===== src/rtl/udc_pkg.sv =====
package udc_pkg;
   typedef enum logic {
      MODE_DECIMAL = 1'b0,
      MODE_BINARY  = 1'b1
   } count_mode_e;
endpackage


===== src/rtl/udc_strobe_sync.sv =====
module udc_strobe_sync #(
   parameter int   STAGES    = 2,
   parameter logic IDLE_HIGH = 1'b1
) (
   input  logic clk,
   input  logic clear,
   input  logic strobe,
   output logic level,
   output logic rise
);
   generate
      if (STAGES < 2) begin : g_bad_stages
         $error("udc_strobe_sync: STAGES must be at least 2");
      end
   endgenerate

   logic [STAGES-1:0] chain_q;
   logic              last_q;

   always_ff @(posedge clk or posedge clear) begin
      if (clear) begin
         chain_q <= {STAGES{IDLE_HIGH}};
         last_q  <= IDLE_HIGH;
      end else begin
         chain_q <= {chain_q[STAGES-2:0], strobe};
         last_q  <= chain_q[STAGES-1];
      end
   end

   assign level = chain_q[STAGES-1];
   assign rise  = level & ~last_q;
endmodule


===== src/rtl/udc_next_state.sv =====
module udc_next_state #(
   parameter int                  W    = 4,
   parameter udc_pkg::count_mode_e MODE = udc_pkg::MODE_DECIMAL
) (
   input  logic [W-1:0] cur,
   input  logic         step_up,
   input  logic         step_dn,
   output logic [W-1:0] nxt,
   output logic         at_top,
   output logic         at_bottom
);
   logic [W-1:0] top_val;
   logic         wrap_up;

   generate
      if (MODE == udc_pkg::MODE_DECIMAL) begin : g_dec
         assign top_val = W'(9);
         assign at_top  = cur[W-1] & cur[0];
         assign wrap_up = (cur == W'(9));
      end else begin : g_bin
         assign top_val = {W{1'b1}};
         assign at_top  = &cur;
         assign wrap_up = 1'b0;
      end
   endgenerate

   assign at_bottom = (cur == '0);

   always_comb begin
      nxt = cur;
      if (step_up && !step_dn) begin
         nxt = wrap_up ? '0 : cur + W'(1);
      end else if (step_dn && !step_up) begin
         nxt = at_bottom ? top_val : cur - W'(1);
      end
   end
endmodule


===== src/rtl/updown_decade_counter.sv =====
module updown_decade_counter #(
   parameter int                   WIDTH       = 4,
   parameter udc_pkg::count_mode_e MODE        = udc_pkg::MODE_DECIMAL,
   parameter int                   SYNC_STAGES = 2
) (
   input  logic             clk,
   input  logic             clear,
   input  logic             load_n,
   input  logic [WIDTH-1:0] preset,
   input  logic             cnt_up,
   input  logic             cnt_dn,
   output logic [WIDTH-1:0] count,
   output logic             carry_n,
   output logic             borrow_n
);
   localparam int MAX_VAL = (MODE == udc_pkg::MODE_DECIMAL) ? 9 : (1 << WIDTH) - 1;

   generate
      if (MODE == udc_pkg::MODE_DECIMAL && WIDTH != 4) begin : g_bad_width
         $error("updown_decade_counter: decimal mode needs WIDTH of 4");
      end
   endgenerate

   logic             up_lvl, up_rise, dn_lvl, dn_rise;
   logic             at_top, at_bottom;
   logic [WIDTH-1:0] nxt;
   logic [WIDTH-1:0] count_q;

   udc_strobe_sync #(.STAGES(SYNC_STAGES), .IDLE_HIGH(1'b1)) up_sync_i (
      .clk(clk), .clear(clear), .strobe(cnt_up), .level(up_lvl), .rise(up_rise)
   );

   udc_strobe_sync #(.STAGES(SYNC_STAGES), .IDLE_HIGH(1'b1)) dn_sync_i (
      .clk(clk), .clear(clear), .strobe(cnt_dn), .level(dn_lvl), .rise(dn_rise)
   );

   udc_next_state #(.W(WIDTH), .MODE(MODE)) next_i (
      .cur(count_q), .step_up(up_rise), .step_dn(dn_rise),
      .nxt(nxt), .at_top(at_top), .at_bottom(at_bottom)
   );

   always_ff @(posedge clk or posedge clear) begin
      if (clear)        count_q <= '0;
      else if (!load_n) count_q <= preset;
      else              count_q <= nxt;
   end

   assign count    = count_q;
   assign carry_n  = ~(at_top & ~up_lvl);
   assign borrow_n = ~(at_bottom & ~dn_lvl);

   // clear holds the state at zero
   assert_clr_zero_R5: assert property (@(posedge clk) clear |-> count == '0);

   // load copies the preset on the next edge
   assert_load_R6: assert property (@(posedge clk) disable iff (clear)
      !load_n |=> count == $past(preset));

   // without a detected edge the state holds
   assert_hold_R4: assert property (@(posedge clk) disable iff (clear)
      (load_n && !up_rise && !dn_rise) |=> $stable(count));

   // coincident edges cancel
   assert_simul_R9: assert property (@(posedge clk) disable iff (clear)
      (load_n && up_rise && dn_rise) |=> $stable(count));

   // carry released while an up edge is applied
   assert_carry_release_R7: assert property (@(posedge clk) disable iff (clear)
      up_rise |-> carry_n);

   // borrow released while a down edge is applied
   assert_borrow_release_R8: assert property (@(posedge clk) disable iff (clear)
      dn_rise |-> borrow_n);

   generate
      if (MODE == udc_pkg::MODE_DECIMAL) begin : g_dec_chk
         // decimal range is closed under counting
         assert_bcd_range_R1: assert property (@(posedge clk) disable iff (clear)
            (load_n && count <= WIDTH'(MAX_VAL)) |=> count <= WIDTH'(MAX_VAL));
      end
   endgenerate
endmodule


===== config.mk =====
export PLATFORM = sky130hd
export DESIGN_NAME = updown_decade_counter
export DESIGN_NICKNAME = d
export VERILOG_FILES = /design/src/rtl/udc_pkg.sv /design/src/rtl/udc_strobe_sync.sv /design/src/rtl/udc_next_state.sv /design/src/rtl/updown_decade_counter.sv
export SDC_FILE = /design/constraint.sdc
export NUM_CORES = 1
export LEC_CHECK = 0
export BUFFER_PORTS_ARGS = -buffer_cell sky130_fd_sc_hd__buf_2
export CORE_AREA = 4 4 41 43
export DETAILED_ROUTE_END_ITERATION = 10
export DIE_AREA = 0 0 45 47
export SYNTH_ARGS = -nofsm -noshare
export SYNTH_HDL_FRONTEND = slang
export SYNTH_SLANG_ARGS = --single-unit

===== constraint.sdc =====
create_clock -name clk -period 2.55 [get_ports clk]
set_input_delay 0.51 -clock clk [delete_from_list [all_inputs] [get_ports clk]]
set_output_delay 0.51 -clock clk [all_outputs]
set_load 0.01 [all_outputs]

==> flow_summary.json, run 1 <==
{
  "synth_seq_cells": 10,
  "netlist_area_sq_um": 538.0,
  "slew_violations": 0,
  "ff2ff_setup_slack_ns": 0.88,
  "power_density_nw_per_um2": 632.7,
  "skew_ns": 0.009499,
  "worstHoldPathType": "input pin to async pin",
  "switching_power_mw": 0.1242,
  "cts_tree": "done",
  "tns_ns": 0,
  "post-cts-setup-buffers": 0,
  "wl_met2_um": 505,
  "synth_top_area_cell": "dfstp_2",
  "setup_ws_ns": 0.2919,
  "drv_cap": 0,
  "synthesis.nets": 60,
  "grt_max_degree": 13,
  "crit_arrival_ns": 1.75,
  "root_buffer": "clkbuf_4",
  "wl_met1_um": 499,
  "grt_pass1_wl_mm": 1.807,
  "p_int_mw": 0.2819,
  "antenna_found_initial": 0,
  "rows": 13,
  "drtIter0Drc": 9,
  "wl_per_cell_um": 13.48,
  "ctsResizeCount": 0,
  "postSynthCellCount": 51,
  "worst_pin_slew_ns": 0.3772,
  "n_antenna_cell": 0,
  "firstDrtPassIters": 5,
  "finalSetupViolCount": 0,
  "overflow": 0,
  "synth-seq-area-share_pct": 47.91,
  "pwr-share-seq_pct": 50.8,
  "die_x_um": 45,
  "comb_power_share_pct": 21.4,
  "ant_nets": 0,
  "highest_layer": "met4",
  "boundaryPins": 15,
  "nets": 76,
  "cts-buffers-inserted": 3,
  "clkPwrFrac_pct": 27.8,
  "rsz0062_at_grt": "no",
  "synthTopCellsByArea": "dfstp_2 29%, dfrtp_1 19%, a31oi_1 3.5%",
  "die_area_sq_um": 2115,
  "postSynthAreaPerCell_sq_um": 10.55,
  "drc": 0,
  "end_kind": "primary output",
  "wl_met3_um": 74,
  "vdd_ir_drop_max_mv": 0.2904,
  "cts-htree-levels": 1,
  "p_leak_nw": 0.2626,
  "fillers": 139,
  "path_max_fanout": 12,
  "coreArea_sq_um": 1301,
  "wirelength_mm": 1.092,
  "required_ns": 2.04,
  "clk_latency_ns": 0.26,
  "start_util_pct": 41.35,
  "synthDistinctLibCells": 29,
  "fmax_mhz": 442.9,
  "final_common_cell": "buf_2",
  "track_usage_pct": 12.23,
  "io_buffer_count": 14,
  "crit_path_start_kind": "register",
  "multi_input_area_sq_um": 261.5,
  "crit_type": "register to primary output",
  "status": "finished clean",
  "grt_pass1_vias": 401,
  "ctsLongestPathBuffers": 2,
  "drive_above_1_share_pct": 40.91,
  "relSlewSlack_pct": 74.67,
  "vias": 436,
  "hold_buffers": 0,
  "finalCriticalPeriod_ns": 2.258,
  "clock-sinks": 10,
  "synthDominantCellAreaShare_pct": 29.30,
  "final_cell_mix": "14 x buf_2, 6 x dfstp_2, 4 x dfrtp_1",
  "hold_viol": 0,
  "yosys_warnings": 0,
  "regArea_sq_um": 257.7,
  "gp_congestion": 0.7156,
  "fin_crit_sh_pct": 88.55,
  "place_ws_ns": 0.5918,
  "path_clk_slew_ns": 0.07,
  "vias_per_cell": 5.383,
  "p_sw_share_pct": 30.59,
  "syn_to_final_growth_pct": 19.30,
  "die_h_um": 47
}
routing by layer:
metal / vias to the layer above / track usage, %
li1: 223 / -
met1: 197 / 15.76
met2: 14 / 17.80
met3: 2 / 4.215
met4: 0 / 7.018
met5: - / 0
power by group through the flow:
stage / logic [mW] / clock network [mW] / registers (mW)
finish: 0.0870 / 0.113 / 0.206
floorplan: 0.0702 / 0 / 0.197
global route: 0.0961 / 0.129 / 0.211
global placement: 0.0881 / 0 / 0.207
CTS: 0.0877 / 0.117 / 0.206
detailed placement: 0.0871 / 0 / 0.208
area by class of cell:
class / instances / share of cell area [%]
multi-input combinational: 36 / 40.74
timing repair buffer: 14 / 10.92
tap: 15 / 2.924
sequential: 10 / 40.16
inverter: 2 / 1.170
clock buffer: 4 / 4.094
final timing paths:
check                                     startpoint              endpoint  cells after the start
worst min register to register  dn_sync_i.chain_q[0]  dn_sync_i.chain_q[1]                      0
max in group asynchronous                      clear  dn_sync_i.chain_q[0]                      2
worst max-delay path                        count[0]              borrow_n                      3
min in group clk                dn_sync_i.chain_q[0]  dn_sync_i.chain_q[1]                      0
worst min-delay path                           clear              count[2]                      2
worst max register to register      up_sync_i.last_q              count[1]                      4
cell usage after synthesis, drive strengths merged:
cell     n
dfstp    6
dfrtp    4
nand2b   4
a31oi    3
clkbuf   3
nand3    3
inv      2
nand2    2
nor2     2
nor3     2
o2111ai  2
xnor2    2
a21boi   1
a221o    1
a32oi    1
and2b    1
mux2     1
nand3b   1
nand4    1
nand4b   1
nor2b    1
nor4     1
o2111a   1
o211a    1
o22ai    1
or3      1
or4b     1
xor2     1
state kept, by name, indices dropped and copies added (netlist names):
register	cells
dn_sync_i.chain_q	2
up_sync_i.last_q	1
up_sync_i.chain_q	2
dn_sync_i.last_q	1
count	4
logic make-up (layout without fill, tap and decap cells):
| logic type | Yosys count | count (layout) | share of synthesized area [%] |
|---|---|---|---|
| muxes | 1 | 1 | 2.093 |
| and+or+nand+nor | 21 | 21 | 24.89 |
| buffers and inverters | 5 | 20 | 3.489 |
| xor gates and xnor gates | 3 | 3 | 4.885 |
| DFF | 10 | 10 | 47.91 |
| AOI/OAI and AO/OA | 11 | 11 | 16.75 |
stage by stage:
stage	cells	util, %	hold slack (ns)	cell area (sq um)	power, mW
global route	81	49.33	0.2187	641.9	0.4366
global placement	77	47.31	0.3463	615.6	0.2952
finish	81	49.33	0.2029	641.9	0.4061
detailed placement	77	47.31	0.3504	615.6	0.2955
CTS	81	49.33	0.2103	641.9	0.4104
floorplan	51	-	0.3452	538.0	0.2668
critical path: stages (launching register included):
cell and delay [ns]:
dfrtp_1 0.51, nor2_1 0.22, or4b_2 0.59, buf_2 0.16
Note: power is estimated with default switching activity, not from simulation.
==> inputs of run 2 (changes only) <==
--- a/config.mk
+++ b/config.mk
@@ -5,10 +5,12 @@
 export SDC_FILE = /design/constraint.sdc
 export NUM_CORES = 1
 export LEC_CHECK = 0
+export ABC_AREA = 1
 export BUFFER_PORTS_ARGS = -buffer_cell sky130_fd_sc_hd__buf_2
 export CORE_AREA = 4 4 41 43
 export DETAILED_ROUTE_END_ITERATION = 10
 export DIE_AREA = 0 0 45 47
+export PLACE_DENSITY = 0.7
 export SYNTH_ARGS = -nofsm -noshare
 export SYNTH_HDL_FRONTEND = slang
 export SYNTH_SLANG_ARGS = --single-unit
==> run 2 against run 1 <==
Effect of this change: synthesized cell count increased by 63%; setup slack improved by 0.60 ns; largest power group unchanged; final area increased by 11%; critical endpoint unchanged; combinational power increased by 59%; non-clock buffer count unchanged.
==> flow_summary.json, run 2 <==
{
  "vias_per_cell": 5.088,
  "synth_xor_area_share_pct": 0,
  "netlist_area_sq_um": 609.3,
  "postSynthCellCount": 83,
  "synth_edf_count": 0,
  "yosys.area_share.simple_pct": 43.12,
  "ant_nets": 0,
  "regArea_sq_um": 257.7,
  "synthTopCellsByArea": "dfstp_2 26%, nand2_1 17%, dfrtp_1 16%",
  "die_area_sq_um": 2115,
  "drive_above_1_share_pct": 38.38,
  "finalSetupViolCount": 0,
  "p_leak_nw": 0.3830,
  "drc": 0,
  "ctsLongestPathBuffers": 2,
  "status": "finished clean",
  "required_ns": 2.04,
  "switching_power_mw": 0.1678,
  "ctsResizeCount": 0,
  "clock-sinks": 10,
  "hold_buffers": 0,
  "crit_arrival_ns": 1.15,
  "synth-seq-area-share_pct": 42.30,
  "ff2ff_path_depth": 7,
  "track_usage_pct": 13.85,
  "largest_reg_flops": 4,
  "relSlewSlack_pct": 76.38,
  "finalCriticalPeriod_ns": 1.661,
  "fmax_mhz": 602.2,
  "vias": 580,
  "synthDistinctLibCells": 18,
  "worstHoldPathType": "input pin to async pin",
  "pwr-share-seq_pct": 43.5,
  "p_int_mw": 0.3205,
  "synth.area.mux_share_pct": 1.848,
  "tns_ns": 0,
  "worst_pin_slew_ns": 0.3539,
  "drtIter0Drc": 11,
  "power_density_nw_per_um2": 685.9,
  "synth_compound_gate_area_share_pct": 1.643,
  "hold_viol": 0,
  "syn_to_final_growth_pct": 16.84,
  "final_cell_mix": "27 x nand2_1, 14 x buf_2, 13 x nand3_1",
  "largestRegisters": "count: 4 flops, dn_sync_i.chain_q: 2 flops, up_sync_i.chain_q: 2 flops",
  "vdd_ir_drop_max_mv": 0.4301,
  "firstDrtPassIters": 4,
  "root_buffer": "clkbuf_4",
  "nets": 109,
  "clkPwrFrac_pct": 28.3,
  "n_antenna_cell": 0,
  "dp_cells": 110,
  "crit_path_start_kind": "register",
  "synth_top_area_cell": "dfstp_2",
  "grt_pass1_vias": 545,
  "die_h_um": 47,
  "overflow": 0,
  "boundaryPins": 15,
  "rsz0062_at_grt": "no",
  "synthDominantCellAreaShare_pct": 25.87,
  "slew_violations": 0,
  "path_clk_slew_ns": 0.06,
  "synthArstFlopShare_pct": 100.0,
  "cts-buffers-inserted": 3,
  "post-cts-setup-buffers": 0,
  "synth_top_family_by_area": "simple AND/OR/NAND/NOR gates",
  "clk_latency_ns": 0.26,
  "final_util_pct": 54.71,
  "fillers": 132,
  "final_common_cell": "nand2_1",
  "synth_most_common_cell": "nand2_1",
  "rows": 13,
  "wirelength_mm": 1.220,
  "coreArea_sq_um": 1301,
  "dpl.hpwl_mm": 1.001,
  "fin_crit_sh_pct": 65.12,
  "yosys_warnings": 0,
  "synthesis.nets": 92,
  "gp_congestion": 0.8609,
  "p_sw_share_pct": 34.37,
  "drv_cap": 0,
  "end_kind": "primary output",
  "io_buffer_count": 14,
  "synthFlopType": "dfstp_2",
  "grt_pass1_wl_mm": 2.111,
  "comb_power_share_pct": 28.2,
  "final_cell_area_sq_um": 711.9,
  "skew_ns": 0.0006139,
  "postSynthAreaPerCell_sq_um": 7.341,
  "synth_seq_cells": 10,
  "multi_input_area_sq_um": 284.0,
  "wl_per_cell_um": 10.70,
  "grt_max_degree": 11,
  "die_x_um": 45,
  "antenna_found_initial": 0,
  "path_max_fanout": 9,
  "crit_type": "register to primary output",
  "start_util_pct": 46.83,
  "post_dp_cell_area_sq_um": 675.6,
  "synth_adder_area_share_pct": 0,
  "largest_register": "count",
  "cts_tree": "done",
  "cts-htree-levels": 1,
  "synth_commonest_cells": "27 x nand2_1, 13 x nand3_1, 7 x inv_1, 6 x dfstp_2",
  "fin_cells": 114
}
## run 2: final timing paths
check / endpoint / from / slack [ns]
hold / removal: count[1] / clear / 0.20
setup / recovery: borrow_n / count[1] / 0.89
max in group asynchronous: up_sync_i.last_q / clear / 2.05
min in group clk: up_sync_i.chain_q[0] / cnt_up / 0.34
setup reg to reg: count[3] / dn_sync_i.chain_q[1] / 1.31
hold reg to reg: up_sync_i.chain_q[1] / up_sync_i.chain_q[0] / 0.36
## run 2: power by group through the flow
stage / Clock, mW / Sequential, mW / Combinational (mW)
2_1_floorplan: 0 / 0.204 / 0.116
3_3_place_gp: 0 / 0.213 / 0.135
3_5_place_dp: 0 / 0.215 / 0.138
4_1_cts: 0.143 / 0.212 / 0.138
5_1_grt: 0.157 / 0.217 / 0.159
6_report: 0.138 / 0.213 / 0.138
## run 2: metal layers
layer,share of wire [%],track usage (%)
met2,47,22.60
met4,2.5,11.11
met1,42,16.31
met5,0,0
met3,8.0,1.916
## run 2: worst max-delay path, cell delays in order (launching register included)
cell and delay (ns):
dfrtp_1 0.49, nor2_1 0.17, nand4_1 0.09, buf_2 0.15
## run 2: cell type report
type	count	area share [%]
multi-input combinational	59	39.89
sequential	10	36.20
timing repair buffer	14	9.842
inverter	12	6.327
clock buffer	4	5.097
tap	15	2.636
## run 2: through the flow
step	worst slack, ns	total power [mW]	hold WS [ns]
after global placement	1.175	0.3484	0.3455
after floorplan	1.241	0.3205	0.3452
final	0.8895	0.4883	0.2007
after global routing	0.7599	0.5328	0.2195
after detailed placement	1.169	0.3524	0.3472
after CTS	0.8757	0.4940	0.2053
## run 2: cell families after synthesis
| group | after synthesis |
|---|---|
| buffers and inverters | 14 |
| flip-flops | 10 |
| AO/OA/AOI/OAI | 2 |
| AND/OR/NAND/NOR | 56 |
| multiplexers | 1 |
